### src/rtl/opnd_shifter_pkg.sv
package opnd_shifter_pkg;
  localparam int OpW    = 32;
  localparam int FieldW = 12;
  localparam int AmtW   = 8;
  localparam int ImmW   = 8;
  localparam int RotW   = 4;
  localparam int ShW    = $clog2(OpW);

  typedef enum logic [1:0] {
    KIND_SHL = 2'b00,
    KIND_SHR = 2'b01,
    KIND_SAR = 2'b10,
    KIND_ROT = 2'b11
  } shiftKind_t;

  typedef struct packed {
    logic            useImm;
    shiftKind_t      kind;
    logic [AmtW-1:0] amount;
    logic            isZero;
    logic            isExact;
    logic            isOver;
  } shiftStrobes_t;
endpackage

### src/rtl/opnd_shifter_ctrl.sv
module opnd_shifter_ctrl
  import opnd_shifter_pkg::*;
(
  input  logic              immSel,
  input  logic [FieldW-1:0] src2Field,
  input  logic [AmtW-1:0]   rsLowByte,
  output shiftStrobes_t     strb
);
  logic [AmtW-1:0] amt;

  always_comb begin
    if (immSel) begin
      amt = AmtW'({src2Field[FieldW-1 -: RotW], 1'b0});
    end else if (src2Field[4]) begin
      amt = rsLowByte;
    end else begin
      amt = AmtW'(src2Field[FieldW-1 -: ShW]);
    end
  end

  always_comb begin
    strb.useImm  = immSel;
    strb.kind    = immSel ? KIND_ROT : shiftKind_t'(src2Field[6:5]);
    strb.amount  = amt;
    strb.isZero  = (amt == '0);
    strb.isExact = (amt == AmtW'(OpW));
    strb.isOver  = (amt > AmtW'(OpW));
  end
endmodule

### src/rtl/opnd_shifter_dp.sv
module opnd_shifter_dp
  import opnd_shifter_pkg::*;
(
  input  logic            clk,
  input  logic            rst_n,
  input  shiftStrobes_t   strb,
  input  logic [ImmW-1:0] imm8,
  input  logic [OpW-1:0]  rmValue,
  input  logic            carryIn,
  output logic [OpW-1:0]  operandOut,
  output logic            carryOut
);
  logic [OpW-1:0]        srcVal;
  logic [ShW-1:0]        n5;
  logic [OpW:0]          shlWide;
  logic [OpW:0]          shrWide;
  logic signed [OpW:0]   sarWide;
  logic [OpW-1:0]        rotVal;
  logic [OpW-1:0]        resNext;
  logic                  carryNext;
  logic                  primed;

  assign srcVal  = strb.useImm ? {{(OpW-ImmW){1'b0}}, imm8} : rmValue;
  assign n5      = strb.amount[ShW-1:0];
  assign shlWide = {1'b0, srcVal} << n5;
  assign shrWide = {srcVal, 1'b0} >> n5;
  assign sarWide = $signed({srcVal, 1'b0}) >>> n5;
  assign rotVal  = (srcVal >> n5) | (srcVal << ((ShW+1)'(OpW) - {1'b0, n5}));

  always_comb begin
    resNext   = srcVal;
    carryNext = carryIn;
    if (!strb.isZero) begin
      unique case (strb.kind)
        KIND_SHL: begin
          if (strb.isExact)     begin resNext = '0; carryNext = srcVal[0]; end
          else if (strb.isOver) begin resNext = '0; carryNext = 1'b0; end
          else begin resNext = shlWide[OpW-1:0]; carryNext = shlWide[OpW]; end
        end
        KIND_SHR: begin
          if (strb.isExact)     begin resNext = '0; carryNext = srcVal[OpW-1]; end
          else if (strb.isOver) begin resNext = '0; carryNext = 1'b0; end
          else begin resNext = shrWide[OpW:1]; carryNext = shrWide[0]; end
        end
        KIND_SAR: begin
          if (strb.isExact || strb.isOver) begin
            resNext   = {OpW{srcVal[OpW-1]}};
            carryNext = srcVal[OpW-1];
          end else begin
            resNext   = sarWide[OpW:1];
            carryNext = sarWide[0];
          end
        end
        default: begin
          resNext   = rotVal;
          carryNext = rotVal[OpW-1];
        end
      endcase
    end
  end

  always_ff @(posedge clk) begin
    if (!rst_n) begin
      operandOut <= '0;
      carryOut   <= 1'b0;
      primed     <= 1'b0;
    end else begin
      operandOut <= resNext;
      carryOut   <= carryNext;
      primed     <= 1'b1;
    end
  end

  AST_ZERO_PASS: assert property (@(posedge clk) disable iff (!rst_n)
    primed && $past(strb.isZero) |-> operandOut == $past(srcVal) && carryOut == $past(carryIn));
  AST_ROT_KEEPS_ONES: assert property (@(posedge clk) disable iff (!rst_n)
    primed && $past(strb.kind == KIND_ROT) |-> $countones(operandOut) == $countones($past(srcVal)));
  AST_IMM_KEEPS_ONES: assert property (@(posedge clk) disable iff (!rst_n)
    primed && $past(strb.useImm) |-> $countones(operandOut) == $countones($past(imm8)));
  AST_SHR_TOP_CLEAR: assert property (@(posedge clk) disable iff (!rst_n)
    primed && $past(strb.kind == KIND_SHR && !strb.isZero) |-> !operandOut[OpW-1]);
  AST_SHL_OVER_ZERO: assert property (@(posedge clk) disable iff (!rst_n)
    primed && $past(strb.kind == KIND_SHL && strb.isOver && !strb.useImm) |-> operandOut == '0 && !carryOut);
  AST_SAR_OVER_SIGN: assert property (@(posedge clk) disable iff (!rst_n)
    primed && $past(strb.kind == KIND_SAR && (strb.isOver || strb.isExact)) |->
      operandOut == {OpW{$past(srcVal[OpW-1])}});
endmodule

### src/rtl/opnd_shifter.sv
module opnd_shifter
  import opnd_shifter_pkg::*;
(
  input  logic              clk,
  input  logic              rst_n,
  input  logic              immSel,
  input  logic [FieldW-1:0] src2Field,
  input  logic [OpW-1:0]    rmValue,
  input  logic [OpW-1:0]    rsValue,
  input  logic              carryIn,
  output logic [OpW-1:0]    operandOut,
  output logic              carryOut
);
  shiftStrobes_t strb;

  opnd_shifter_ctrl u_ctrl (
    .immSel    (immSel),
    .src2Field (src2Field),
    .rsLowByte (rsValue[AmtW-1:0]),
    .strb      (strb)
  );

  opnd_shifter_dp u_dp (
    .clk        (clk),
    .rst_n      (rst_n),
    .strb       (strb),
    .imm8       (src2Field[ImmW-1:0]),
    .rmValue    (rmValue),
    .carryIn    (carryIn),
    .operandOut (operandOut),
    .carryOut   (carryOut)
  );

  AST_RESET_CLEAR: assert property (@(posedge clk)
    !rst_n |=> operandOut == '0 && !carryOut);
endmodule

### config.mk
export PLATFORM = sky130hd
export DESIGN_NAME = opnd_shifter
export DESIGN_NICKNAME = d
export VERILOG_FILES = /design/src/rtl/opnd_shifter_pkg.sv /design/src/rtl/opnd_shifter_ctrl.sv /design/src/rtl/opnd_shifter_dp.sv /design/src/rtl/opnd_shifter.sv
export SDC_FILE = /design/constraint.sdc
export NUM_CORES = 1
export LEC_CHECK = 0
export ABC_AREA = 1
export BUFFER_PORTS_ARGS = -buffer_cell sky130_fd_sc_hd__buf_2
export CAP_MARGIN = 10
export CORE_MARGIN = 5
export CORE_UTILIZATION = 37
export CTS_CLUSTER_DIAMETER = 30
export DETAILED_ROUTE_END_ITERATION = 8
export GPL_ROUTABILITY_DRIVEN = 1
export SLEW_MARGIN = 20
export SYNTH_ARGS = -nofsm -noshare
export SYNTH_HDL_FRONTEND = slang
export SYNTH_SLANG_ARGS = --single-unit
### constraint.sdc
create_clock -name clk -period 2.88 [get_ports clk]
set_input_delay 0.288 -clock clk [delete_from_list [all_inputs] [get_ports clk]]
set_output_delay 0.288 -clock clk [all_outputs]
set_load 0.01 [all_outputs]
==> results.txt <==
Hold Worst Slack: 0.287 ns
chip height: 152 um
Worst Hold Class: in2reg
RD Place Congestion: 1.14
CTS Buf Count: 5
design area: 9030 sq um
WS Path Type: in2reg
Final Hold Violating Endpoints: 0
Synth area leaders: nand2_1 (33%), nand3_1 (24%), dfxtp_1 (8.8%)
post-route setup TNS: 0 ns
pin count of the biggest net entering global routing: 70
DRC errors left: 0
synthesized area: 7470 sq um
clk root buf: clkbuf_16
share of cells above drive strength 1: 14.5%
Post-CTS Resized: 0
mux contribution to synthesized area: 0%
adder-cell area share of the yosys netlist: 0.167%
hold depth: 3
post-place instance area: 8860 sq um
run status: finished clean
worst vdd ir: 0.225 mV
first-pass GRT wire length: 63,300 um
Compound-Gate Fraction of Synth Area: 15.3%
Crit path arrival time: 2.91 ns
asr flop ratio synth: 0%
core area: 20,000 sq um
clock-pin slew on the worst setup and hold paths: 0.06 ns
syn_nets: 1,648
CTS tree: yes
total wire length: 42,200 um
# setup viols final: 0
FP Rows: 52
Mapped Cells: 1,567
Via density: 5.92
Pwr Density: 403 nW/um^2
Max-cap violations: 0
Yosys warning total: 0
initial core utilization: 37.3%
DIE WIDTH: 152 um
Worst setup SP type: primary input
Routed WL per cell: 21.6 um
Post-CTS Hold Buffers: 0
Distinct cells, synth: 39
main combinational cell family by area after synthesis: simple AND/OR/NAND/NOR gates
Nets: 1,762
final antenna-violating net count: 0
sequential area share after synthesis: 8.84%
xor-xnor portion of the synthesized cell area: 0.218%
gr usage total: 35.1%
via count: 11,500
# IOs: 113
Antenna diodes: 0
synth-to-layout area growth: 20.9%
CP Capture Type: flip-flop
Hold Crit Start: carryIn
fin crit share: 92.9%
vias in the first global route: 10,700
DRT iter0 DRCs: 1,646
post-layout power: 0.00364 W
H-tree depth: 2
Post-Synth Simple-Gate Area: 63.8%
Avg Inst Size Synth: 4.77 sq um
IO buf count: 88
HPWL after DPL: 32,300 um
FMAX: 374 MHz
die area: 23,100 sq um
Crit Path Max Fanout: 10
Synth top area share: 32.7%
slew margin rel.: 50.5%
Longest Clk Path Bufs: 2
GRT overflow: 0
Required @ worst endpoint: 3.11 ns
Final Max Tran Viols: 0
TritonRoute pass-1 iters: 6
post-synth top area cell: nand2_1
Post-synth top flop: dfxtp_1
clock sinks: 33
Post-CTS Setup Bufs: 0
Lkg Pwr: 4.90 nW
hold endpoint: u_dp.carryOut
Post-synth EDFFs: 0
#FFs+latches synth: 33
initial antenna violation count: 0
RSZ-0062 raised after global routing: no
crit path time final: 2.68 ns
Worst-Margin Slew: 0.739 ns
-- synthesized netlist by cell type (9+ instances only) --
cell      count
a21oi_1      62
o21ai_0      95
buf_1        10
inv_2        10
nand4_1      13
o21ai_1       9
buf_2        37
nand2_1     651
o211ai_1     18
clkbuf_1     42
inv_1       104
nand3_1     354
dfxtp_1      33
nor2_1       69
-- flip-flops by register name (all words and copies together) (netlist names) --
register,count
u_dp.carryOut,1
u_dp.operandOut,32
-- placed cells by master, fill, tap and decap left out, types with 14 or more instances in the layout --
cell type / synthesis / routed
o21ai_0: 95 / 95
buf_2: 37 / 88
a21oi_1: 62 / 62
buf_4: 6 / 101
o211ai_1: 18 / 18
dfxtp_1: 33 / 33
buf_12: 0 / 14
nand2_1: 651 / 650
nand3_1: 354 / 354
nor2_1: 69 / 69
inv_1: 104 / 104
-- final cells by class --
type / instances / area, sq um
fill: 2315 / 11000
multi-input combinational: 1322 / 5950
timing repair buffer: 203 / 1480
sequential: 33 / 661
inverter: 116 / 435
tap: 270 / 338
clock buffer: 7 / 143
clock inverter: 1 / 30.0
-- per-layer routing --
layer | routed length, um | up-vias | global-route usage, %
met2 | 17200 | 822 | 52.2
met1 | 15800 | 5154 | 45.1
met4 | 4170 | 0 | 27.4
li1 | - | 5380 | -
met3 | 4950 | 191 | 5.66
met5 | 0 | - | 0
-- stage by stage --
step                      util [%]  setup WS [ns]  cells
after floorplan                  -         0.0943   1567
after global placement        44.2         0.0206   1944
after detailed placement      44.2         0.0425   1944
after CTS                     45.1          0.321   1952
after global routing          45.1         0.0804   1952
final                         45.1          0.203   1952
-- how the worst max path moves through the flow --
| stage | slack, ns | start | to | depth (start not counted) |
|---|---|---|---|---|
| after floorplan | 0.09 | immSel | u_dp.operandOut[25] | 20 |
| after global placement | 0.02 | immSel | u_dp.operandOut[6] | 16 |
| after detailed placement | 0.04 | immSel | u_dp.operandOut[29] | 15 |
| after CTS | 0.32 | immSel | u_dp.operandOut[29] | 15 |
| after global routing | 0.08 | immSel | u_dp.carryOut | 14 |
| final | 0.20 | immSel | u_dp.operandOut[29] | 18 |
-- where the power goes --
| group | total (W) | leakage (nW) | switching [W] | internal [W] |
|---|---|---|---|---|
| clock | 0.000648 | 0.0841 | 0.000216 | 0.000433 |
| combinational | 0.00246 | 4.54 | 0.00168 | 0.000781 |
| sequential | 0.000534 | 0.274 | 0.0000147 | 0.000520 |
-- logic make-up after synthesis --
group                      count (synthesis)
and+or+nand+nor                         1116
AOI/OAI and AO/OA                        204
DFF                                       33
xor gates and xnor gates                   1
adders and majority gates                  1
buffers and inverters                    212
-- worst max-delay path, stage by stage --
cell and delay, ns:
buf_2 0.11, inv_2 0.10, nand2_2 0.13, buf_4 0.19, nand2_1 0.07, o21ai_2 0.06
inv_2 0.21, nor2_4 0.06, inv_2 0.19, nor2_4 0.07, inv_2 0.15, nand2_2 0.08
inv_2 0.33, nand2_1 0.17, nand3_1 0.13, nand2_1 0.11, a21oi_1 0.26, buf_4 0.18
Note: power is estimated with default switching activity, not from simulation.
